--- config.mk ---
export PLATFORM = sky130hd
export DESIGN_NAME = bpred_correlating
export DESIGN_NICKNAME = d
export VERILOG_FILES = /design/src/rtl/bpred_pkg.sv /design/src/rtl/bpred_index.sv /design/src/rtl/bpred_static.sv /design/src/rtl/bpred_ctr_table.sv /design/src/rtl/bpred_correlating.sv
export SDC_FILE = /design/constraint.sdc
export NUM_CORES = 1
export LEC_CHECK = 0
export ABC_CLOCK_PERIOD_IN_PS = 15340
export BUFFER_PORTS_ARGS = -buffer_cell sky130_fd_sc_hd__buf_2
export CORE_UTILIZATION = 45
export DETAILED_ROUTE_END_ITERATION = 8
export SYNTH_ARGS = -nofsm -noshare
export SYNTH_HDL_FRONTEND = slang
export SYNTH_SLANG_ARGS = --single-unit
export TNS_END_PERCENT = 1
--- constraint.sdc ---
create_clock -name clk -period 15.34 [get_ports clk]
set_input_delay 4.602 -clock clk [delete_from_list [all_inputs] [get_ports clk]]
set_output_delay 4.602 -clock clk [all_outputs]
set_load 0.02 [all_outputs]
--- src/rtl/bpred_pkg.sv ---
package bpred_pkg;

    typedef enum logic [1:0] {
        CTR_STRONG_NT = 2'b00,
        CTR_WEAK_NT   = 2'b01,
        CTR_WEAK_T    = 2'b10,
        CTR_STRONG_T  = 2'b11
    } ctr_e;

    localparam ctr_e CTR_RESET = CTR_WEAK_NT;

    typedef struct packed {
        logic off_neg;
        logic hint_vld;
        logic hint_taken;
    } static_info_t;

    typedef struct packed {
        logic valid;
        logic taken;
        logic pred;
    } resolve_t;

    function automatic ctr_e ctr_step(ctr_e cur, logic taken);
        ctr_e nxt;
        nxt = cur;
        if (taken) begin
            if (cur != CTR_STRONG_T) nxt = ctr_e'(cur + 2'd1);
        end else begin
            if (cur != CTR_STRONG_NT) nxt = ctr_e'(cur - 2'd1);
        end
        return nxt;
    endfunction

    function automatic logic ctr_says_taken(ctr_e c);
        return c[1];
    endfunction

endpackage

--- src/rtl/bpred_index.sv ---
module bpred_index #(
    parameter int IDX_W = 6
) (
    input  logic [IDX_W-1:0] addr_idx,
    input  logic             prev_taken,
    output logic [IDX_W:0]   row
);
    // correlation bit is the most significant row bit
    assign row = {prev_taken, addr_idx};
endmodule

--- src/rtl/bpred_static.sv ---
module bpred_static
    import bpred_pkg::*;
(
    input  static_info_t info,
    output logic         taken
);
    always_comb begin
        if (info.hint_vld) taken = info.hint_taken;
        else               taken = info.off_neg;
    end

    always_comb begin
        if (info.hint_vld)
            AST_HINT_WINS: assert (taken == info.hint_taken);
        else
            AST_BACKWARD_TAKEN: assert (taken == info.off_neg);
    end
endmodule

--- src/rtl/bpred_ctr_table.sv ---
module bpred_ctr_table
    import bpred_pkg::*;
#(
    parameter int AW = 7
) (
    input  logic          clk,
    input  logic          rst,
    input  logic [AW-1:0] rd_row,
    output ctr_e          rd_ctr,
    input  logic          wr_en,
    input  logic [AW-1:0] wr_row,
    input  logic          wr_taken
);
    localparam int DEPTH = 1 << AW;

    ctr_e mem [DEPTH];
    ctr_e old_ctr;

    // read is combinational: a same-cycle write is seen only after the edge
    assign rd_ctr  = mem[rd_row];
    assign old_ctr = mem[wr_row];

    always_ff @(posedge clk) begin
        if (rst) begin
            for (int i = 0; i < DEPTH; i++) mem[i] <= CTR_RESET;
        end else if (wr_en) begin
            mem[wr_row] <= ctr_step(old_ctr, wr_taken);
        end
    end

    AST_INC_NO_DROP: assert property (@(posedge clk) disable iff (rst)
        wr_en && wr_taken |=> (mem[$past(wr_row)] >= $past(old_ctr)));
    AST_DEC_NO_RISE: assert property (@(posedge clk) disable iff (rst)
        wr_en && !wr_taken |=> (mem[$past(wr_row)] <= $past(old_ctr)));
    AST_STRONG_T_HOLDS: assert property (@(posedge clk) disable iff (rst)
        wr_en && !wr_taken && old_ctr == CTR_STRONG_T
        |=> ctr_says_taken(mem[$past(wr_row)]));
    AST_STRONG_NT_HOLDS: assert property (@(posedge clk) disable iff (rst)
        wr_en && wr_taken && old_ctr == CTR_STRONG_NT
        |=> !ctr_says_taken(mem[$past(wr_row)]));
endmodule

--- src/rtl/bpred_correlating.sv ---
module bpred_correlating
    import bpred_pkg::*;
#(
    parameter int IDX_W = 6
) (
    input  logic             clk,
    input  logic             rst,
    input  logic             static_mode,
    input  logic [IDX_W-1:0] lk_addr_idx,
    input  logic             lk_off_neg,
    input  logic             lk_hint_vld,
    input  logic             lk_hint_taken,
    output logic             lk_taken,
    input  logic             rs_valid,
    input  logic [IDX_W-1:0] rs_addr_idx,
    input  logic             rs_taken,
    input  logic             rs_pred,
    output logic             flush
);
    localparam int ROW_W  = IDX_W + 1;
    localparam int NPORTS = 2;   // 0 = lookup, 1 = resolve

    logic         prev_q;
    logic         flush_q;
    static_info_t st_info;
    resolve_t     rsv;
    logic         stat_taken;
    ctr_e         lk_ctr;

    logic [IDX_W-1:0] port_addr [NPORTS];
    logic [ROW_W-1:0] port_row  [NPORTS];

    assign port_addr[0] = lk_addr_idx;
    assign port_addr[1] = rs_addr_idx;

    for (genvar p = 0; p < NPORTS; p++) begin : g_idx
        bpred_index #(.IDX_W(IDX_W)) idx_i (
            .addr_idx   (port_addr[p]),
            .prev_taken (prev_q),
            .row        (port_row[p])
        );
    end

    assign st_info = '{off_neg: lk_off_neg, hint_vld: lk_hint_vld, hint_taken: lk_hint_taken};
    assign rsv     = '{valid: rs_valid, taken: rs_taken, pred: rs_pred};

    bpred_static static_i (
        .info  (st_info),
        .taken (stat_taken)
    );

    bpred_ctr_table #(.AW(ROW_W)) table_i (
        .clk      (clk),
        .rst      (rst),
        .rd_row   (port_row[0]),
        .rd_ctr   (lk_ctr),
        .wr_en    (rsv.valid),
        .wr_row   (port_row[1]),
        .wr_taken (rsv.taken)
    );

    assign lk_taken = static_mode ? stat_taken : ctr_says_taken(lk_ctr);

    always_ff @(posedge clk) begin
        if (rst) begin
            prev_q  <= 1'b0;
            flush_q <= 1'b0;
        end else begin
            if (rsv.valid) prev_q <= rsv.taken;
            flush_q <= rsv.valid && (rsv.taken != rsv.pred);
        end
    end

    assign flush = flush_q;

    AST_FLUSH_ON_MISS: assert property (@(posedge clk) disable iff (rst)
        rs_valid && (rs_taken != rs_pred) |=> flush);
    AST_FLUSH_QUIET: assert property (@(posedge clk) disable iff (rst)
        !(rs_valid && (rs_taken != rs_pred)) |=> !flush);
    AST_PREV_HOLD: assert property (@(posedge clk) disable iff (rst)
        !rs_valid |=> $stable(prev_q));
    AST_PREV_TRACK: assert property (@(posedge clk) disable iff (rst)
        rs_valid |=> prev_q == $past(rs_taken));
endmodule

Word level (Yosys, flattened, before mapping)
Memory sizes are Yosys's and may differ from the RTL's. Index checks and enable logic that the tools add are counted.

Add/sub/neg operators: 2. Multiply operators: 0. Divide/modulo/power cells: 0. Magnitude comparators: 0. Eq/ne operators: 2. Shift operators: 0. Multiplexer cells: 15. Bitwise operators: 0. Reduce and logical (&&, ||, !) cells: 3.

Operator list (number): $mux W2 (6); $mux W1 (8); $mux W7 (1); $add A2 B1 Y2 const B (1); $ne A2 B2 Y1 const B (1); $reduce_bool A2 Y1 (1); $reduce_or A2 Y1 (1); $sub A2 B1 Y2 const B (1); $logic_and A1 B1 Y1 (1); $ne A1 B1 Y1 (1).

Bits in registers: 2. Latch bits: 0. Memory bits (writable): 256. Bits in read-only memories: 0. Bits of input ports: 21. Output and inout port bits: 2. Logic and storage cells: 25. Memories: 1.

Memories: table_i.mem (depth 128, width 2, rd ports 2, clocked after Yosys merged registers in 0, write ports 128, line bpred_ctr_table.sv:16) `ctr_e mem [DEPTH];`.

Longest topological paths before layout
An unclocked memory read counts as a cell.

Depth in word-level cells: 7. Mapped depth: 13. Depth with buffers taken out: 8.

Cells and area by module
From an unflattened synthesis, not the netlist that was laid out.

Cells, all modules: 1239. Area total of the unflattened synthesis: 15421.0 um^2.

Modules (own cells, without submodules): bpred_ctr_table (times used 1, cells each 1217, area each 15214.6 um^2, sequential area each 7687.4 um^2); bpred_index (times used 2, cells each 7, area each 52.6 um^2, sequential area each 0.0 um^2); bpred_correlating (times used 1, cells each 7, area each 86.3 um^2, sequential area each 40.0 um^2); bpred_static (times used 1, cells each 1, area each 15.0 um^2, sequential area each 0.0 um^2).

Worst setup path after synthesis
No wires, ideal clock.

Path type: input-to-output. Start: in lk_addr_idx[0]. End: out lk_taken. Arrival time: 7190 ps. Required time: 10738 ps. Setup slack: 3548 ps. Stages: 7. Path buffers: 2. Cell sequence: clkbuf_1 -> buf_1 -> mux4_2 -> mux4_2 -> mux4_2 -> a211oi_1 -> a21oi_1.

Word-level cells in the longest chain between the ends: 2.

Ends and longest elaborated chain: start: declaration (line bpred_correlating.sv:9) `input logic [IDX_W-1:0] lk_addr_idx,`; $mem_v2 Z128 W2; $mux W1 (line bpred_correlating.sv:62) `assign lk_taken = static_mode ? stat_taken : ctr_says_taken(lk_ctr);`; end: declaration (line bpred_correlating.sv:13) `output logic lk_taken,`.

Every way passes these cells.

Worst setup path in the final report
Ends and elaborated chain as after synthesis.

==> run summary <==
### Power
* 108.1 nW/um^2 — power density cells
* 4.897 nW — leakage power figure
* 0.07821 mV — VDD IR-drop max

### Logic synthesis
* sky130_fd_sc_hd__edfxtp_1 — most area-hungry cell type in the Yosys netlist
* 0 — share of flip-flops with an asynchronous set or reset after synthesis
* 256 — number of flops mapped to enable cells by yosys
* sky130_fd_sc_hd__edfxtp_1 — top-count cell post-synth
* 52 — post-synth cell types
* 1162 — cell count after synthesis
* 12.35 sq um — average size of a mapped cell
* 0.5385 — sequential share of the synthesized area
* 0.5358 — area fraction of the dominant cell type after synthesis
* 14350 sq um — mapped cell area
* sky130_fd_sc_hd__edfxtp_1 — most common flop cell mapped by yosys
* 256 x sky130_fd_sc_hd__edfxtp_1, 105 x sky130_fd_sc_hd__a21o_1, 103 x sky130_fd_sc_hd__nand3_1, 99 x sky130_fd_sc_hd__nor3_1, 72 x sky130_fd_sc_hd__clkbuf_1 — cell types with the highest counts after synthesis
* 0 — count of yosys warnings during synthesis
* 258 — Seq cells post-synth
* sky130_fd_sc_hd__edfxtp_1 54%, sky130_fd_sc_hd__mux4_2 11%, sky130_fd_sc_hd__a21o_1 5.5% — leading cell types by total area after synthesis
* 1183 — Post-Syn Nets

### STA
* 0.8190 — final critical-path share of the clock period
* 0 — number of max-slew violations in the final report
* no — unrepaired setup endpoints after global routing
* 0.1630 — worst slew margin relative to its limit
* 0.01828 ns — skew final
* 0 — final number of hold-violating endpoints
* 1.253 ns — Worst Tran Pin Value
* 0 ns — sum of negative setup slack
* 2.776 ns — slack of the critical path
* 12.56 ns — shortest period the worst path allows
* 0.07960 GHz — Highest Clock Rate
* 0.7671 ns — final-layout worst hold slack
* 0 — Finish-stage setup viols

### Drt
* 29.99 microns — average wire length per cell after detail routing
* 0 — Detail Route Antenna Nets
* 5 — TritonRoute pass-1 iters
* 0 — DRC violations left
* 6.860 — detailed-route vias per instance
* 1327 — Iteration-0 DRC Markers
* 45580 microns — wire length reported by the detailed router
* 10427 — number of vias after detailed routing

### Final layout
* 1116 — Post-layout nets
* 0.1980 — share of cells above drive strength 1
* 1520 — final std cells w/o fill
* 0.4882 — final cell utilization of the core
* 7.089% — synth-to-layout area growth

### Min path
* register to register — type of the worst min-delay path
* prev_q$_SDFFE_PP0P_ — capture endpoint of the worst hold path
* 2 — Hold Crit Depth
* prev_q$_SDFFE_PP0P_ — source of the worst hold timing path

### Clock network
* 1 — H-Tree Depth
* 29 — TritonCTS Buffers
* 0 — number of buffers inserted for hold repair after clock tree synthesis
* 0 — Setup Buffers After CTS
* sky130_fd_sc_hd__clkbuf_16 — clock tree root driver cell
* 0 — Gates resized, CTS repair
* 258 — sink count of the clock tree
* done — clock tree from TritonCTS
* 0.55 ns — Clk Latency, worst-skew pair
* 3 — buffer depth of the longest clock path
* 0.06 ns — clock transition time at the flip-flop clock pins of the worst setup and hold paths

### Worst setup path
* 2 — worst path buffer plus inverter count
* input port — launching element type of the critical path
* 10.63 ns — reg2reg setup slack
* 7.96 ns — data arrival time of the critical path
* buf_2 > mux4_2 > mux4_2 > mux4_2 > and2_1 > a211oi_1 > a21oi_1 > buf_2 — Cell Chain, Critical Path
* table_i.mem[80][0]$_SDFFCE_PN1P_ — Reg2Reg Capture Point
* 8 — count of cells along the worst register-to-register path
* prev_q$_SDFFE_PP0P_ — launch instance of the worst register-to-register path
* 0.80 ns — CP max stage delay
* input port to output port — Setup Crit Path Kind
* multiplexers — cell class contributing the biggest share of worst-path delay
* sky130_fd_sc_hd__buf_2 — slowest stage cell on the critical path
* 32 — crit path max fanout
* output port — category of the worst setup path capture point
* sky130_fd_sc_hd__mux4_2 — Most Frequent Cell on Critical Path
* 10.74 ns — worst endpoint required time

### Global route
* 10194 — vias in the first global route
* 83 — largest net degree at the start of global routing
* 1 — number of antenna violations at the first check in global routing
* 68090 microns — wire length of the first global-routing pass
* 0.2824 — overall global routing resource usage
* 0 — total global routing overflow

### Placed design
* 0.9370 — final weighted congestion in routability-driven placement
* 28600 microns — dpl hpwl
* 22 — IO buf count
* 1466 — number of placed instances, taps included
* 2.858 ns — post-placement worst setup slack

### Floorplanning
* 32600 sq um — Total Die Area
* 31470 sq um — Core Region
* 65 — Cell Rows
* 180.6 microns — die span in y
* 0.4559 — initial core utilization
* 180.6 microns — DIE WIDTH
* 23 — IO Pins

### Run status
* finished clean — status

### Job
* 0 — # Max-Cap Violations

-- final cells by class --
type / instances / area [sq um]
Antenna cell: 2 / 5.005
Clock buffer: 35 / 748.2
Clock inverter: 17 / 128.9
Fill cell: 2753 / 16110
Inverter: 6 / 22.52
Multi-Input combinational cell: 756 / 5953
Sequential cell: 258 / 7727
Tap cell: 402 / 503.0
Timing Repair Buffer: 44 / 277.8
-- worst max path at each step --
stage                   start        to  cells after the start
5_1_grt        lk_addr_idx[0]  lk_taken                      8
2_1_floorplan  lk_addr_idx[0]  lk_taken                      7
4_1_cts        lk_addr_idx[0]  lk_taken                      8
3_3_place_gp   lk_addr_idx[0]  lk_taken                      8
6_report       lk_addr_idx[0]  lk_taken                      8
3_5_place_dp   lk_addr_idx[0]  lk_taken                      8
-- power by group --
group          total (W)  switching [W]  leakage (nW)  internal, W
Sequential      0.000801      0.0000129          2.27     0.000788
Combinational   0.000200       0.000141          2.19    0.0000585
Clock           0.000660       0.000283         0.431     0.000377
-- routing by layer --
layer	wire, microns	global-route usage	vias to the layer above
met5	0	0	-
met4	1857	0.1152	0
met3	4830	0.05457	133
met2	20100	0.4240	647
met1	18790	0.4028	5249
li1	-	-	4398
-- through the flow --
stage / power (W) / instance area [sq um]
4_1_cts: 0.001665 / 15360
3_5_place_dp: 0.001012 / 14480
6_report: 0.001661 / 15370
5_1_grt: 0.001704 / 15360
2_1_floorplan: 0.0009620 / 14350
3_3_place_gp: 0.001011 / 14480
-- tightest hold or removal path, stage by stage, from the launching register on --
cell                      delay (ns)
sky130_fd_sc_hd__dfxtp_1        0.46
sky130_fd_sc_hd__mux2i_1        0.21
sky130_fd_sc_hd__nor2_1         0.05
-- registers in the layout, summed over array words and instances (netlist names) --
name,count
flush,1
prev_q,1
table_i.mem,256
-- placed cells by master (no fill, tap or decap), types with 3 or more instances in the layout --
cell type and instances:
sky130_fd_sc_hd__nor4_2 8, sky130_fd_sc_hd__nor2_1 49, sky130_fd_sc_hd__nor2_4 6, sky130_fd_sc_hd__o22ai_1 14, sky130_fd_sc_hd__mux2i_1 37, sky130_fd_sc_hd__o211ai_1 4, sky130_fd_sc_hd__mux2_2 9, sky130_fd_sc_hd__a221o_1 5
sky130_fd_sc_hd__nand4_1 4, sky130_fd_sc_hd__edfxtp_1 256, sky130_fd_sc_hd__a22oi_1 19, sky130_fd_sc_hd__a21oi_1 14, sky130_fd_sc_hd__nor3_1 96, sky130_fd_sc_hd__clkinv_1 8, sky130_fd_sc_hd__or2_2 7, sky130_fd_sc_hd__nand2b_1 31
sky130_fd_sc_hd__nand3_1 103, sky130_fd_sc_hd__a22o_1 3, sky130_fd_sc_hd__and2_1 4, sky130_fd_sc_hd__nor3_2 3, sky130_fd_sc_hd__nor4_1 9, sky130_fd_sc_hd__nand3_2 31, sky130_fd_sc_hd__nor2b_1 11, sky130_fd_sc_hd__clkinv_2 7
sky130_fd_sc_hd__buf_2 21, sky130_fd_sc_hd__a32oi_1 3, sky130_fd_sc_hd__a221oi_1 14, sky130_fd_sc_hd__clkbuf_1 6, sky130_fd_sc_hd__nor2_2 4, sky130_fd_sc_hd__nand2_1 57, sky130_fd_sc_hd__inv_1 5, sky130_fd_sc_hd__o31ai_1 3
sky130_fd_sc_hd__mux4_2 67, sky130_fd_sc_hd__o221ai_1 4, sky130_fd_sc_hd__a31oi_1 3, sky130_fd_sc_hd__buf_4 23, sky130_fd_sc_hd__o21ai_0 11, sky130_fd_sc_hd__or3_1 3, sky130_fd_sc_hd__a21o_1 105, sky130_fd_sc_hd__clkbuf_16 29
-- cell families after synthesis --
logic type,share of synthesized area
fa+ha+maj,0.001569
simple gates,0.1614
buf+inv,0.05145
compound gates,0.1076
xor+xnor,0.0006105
flops,0.5385
mux,0.1388
Power figures use the tool's default switching activity.
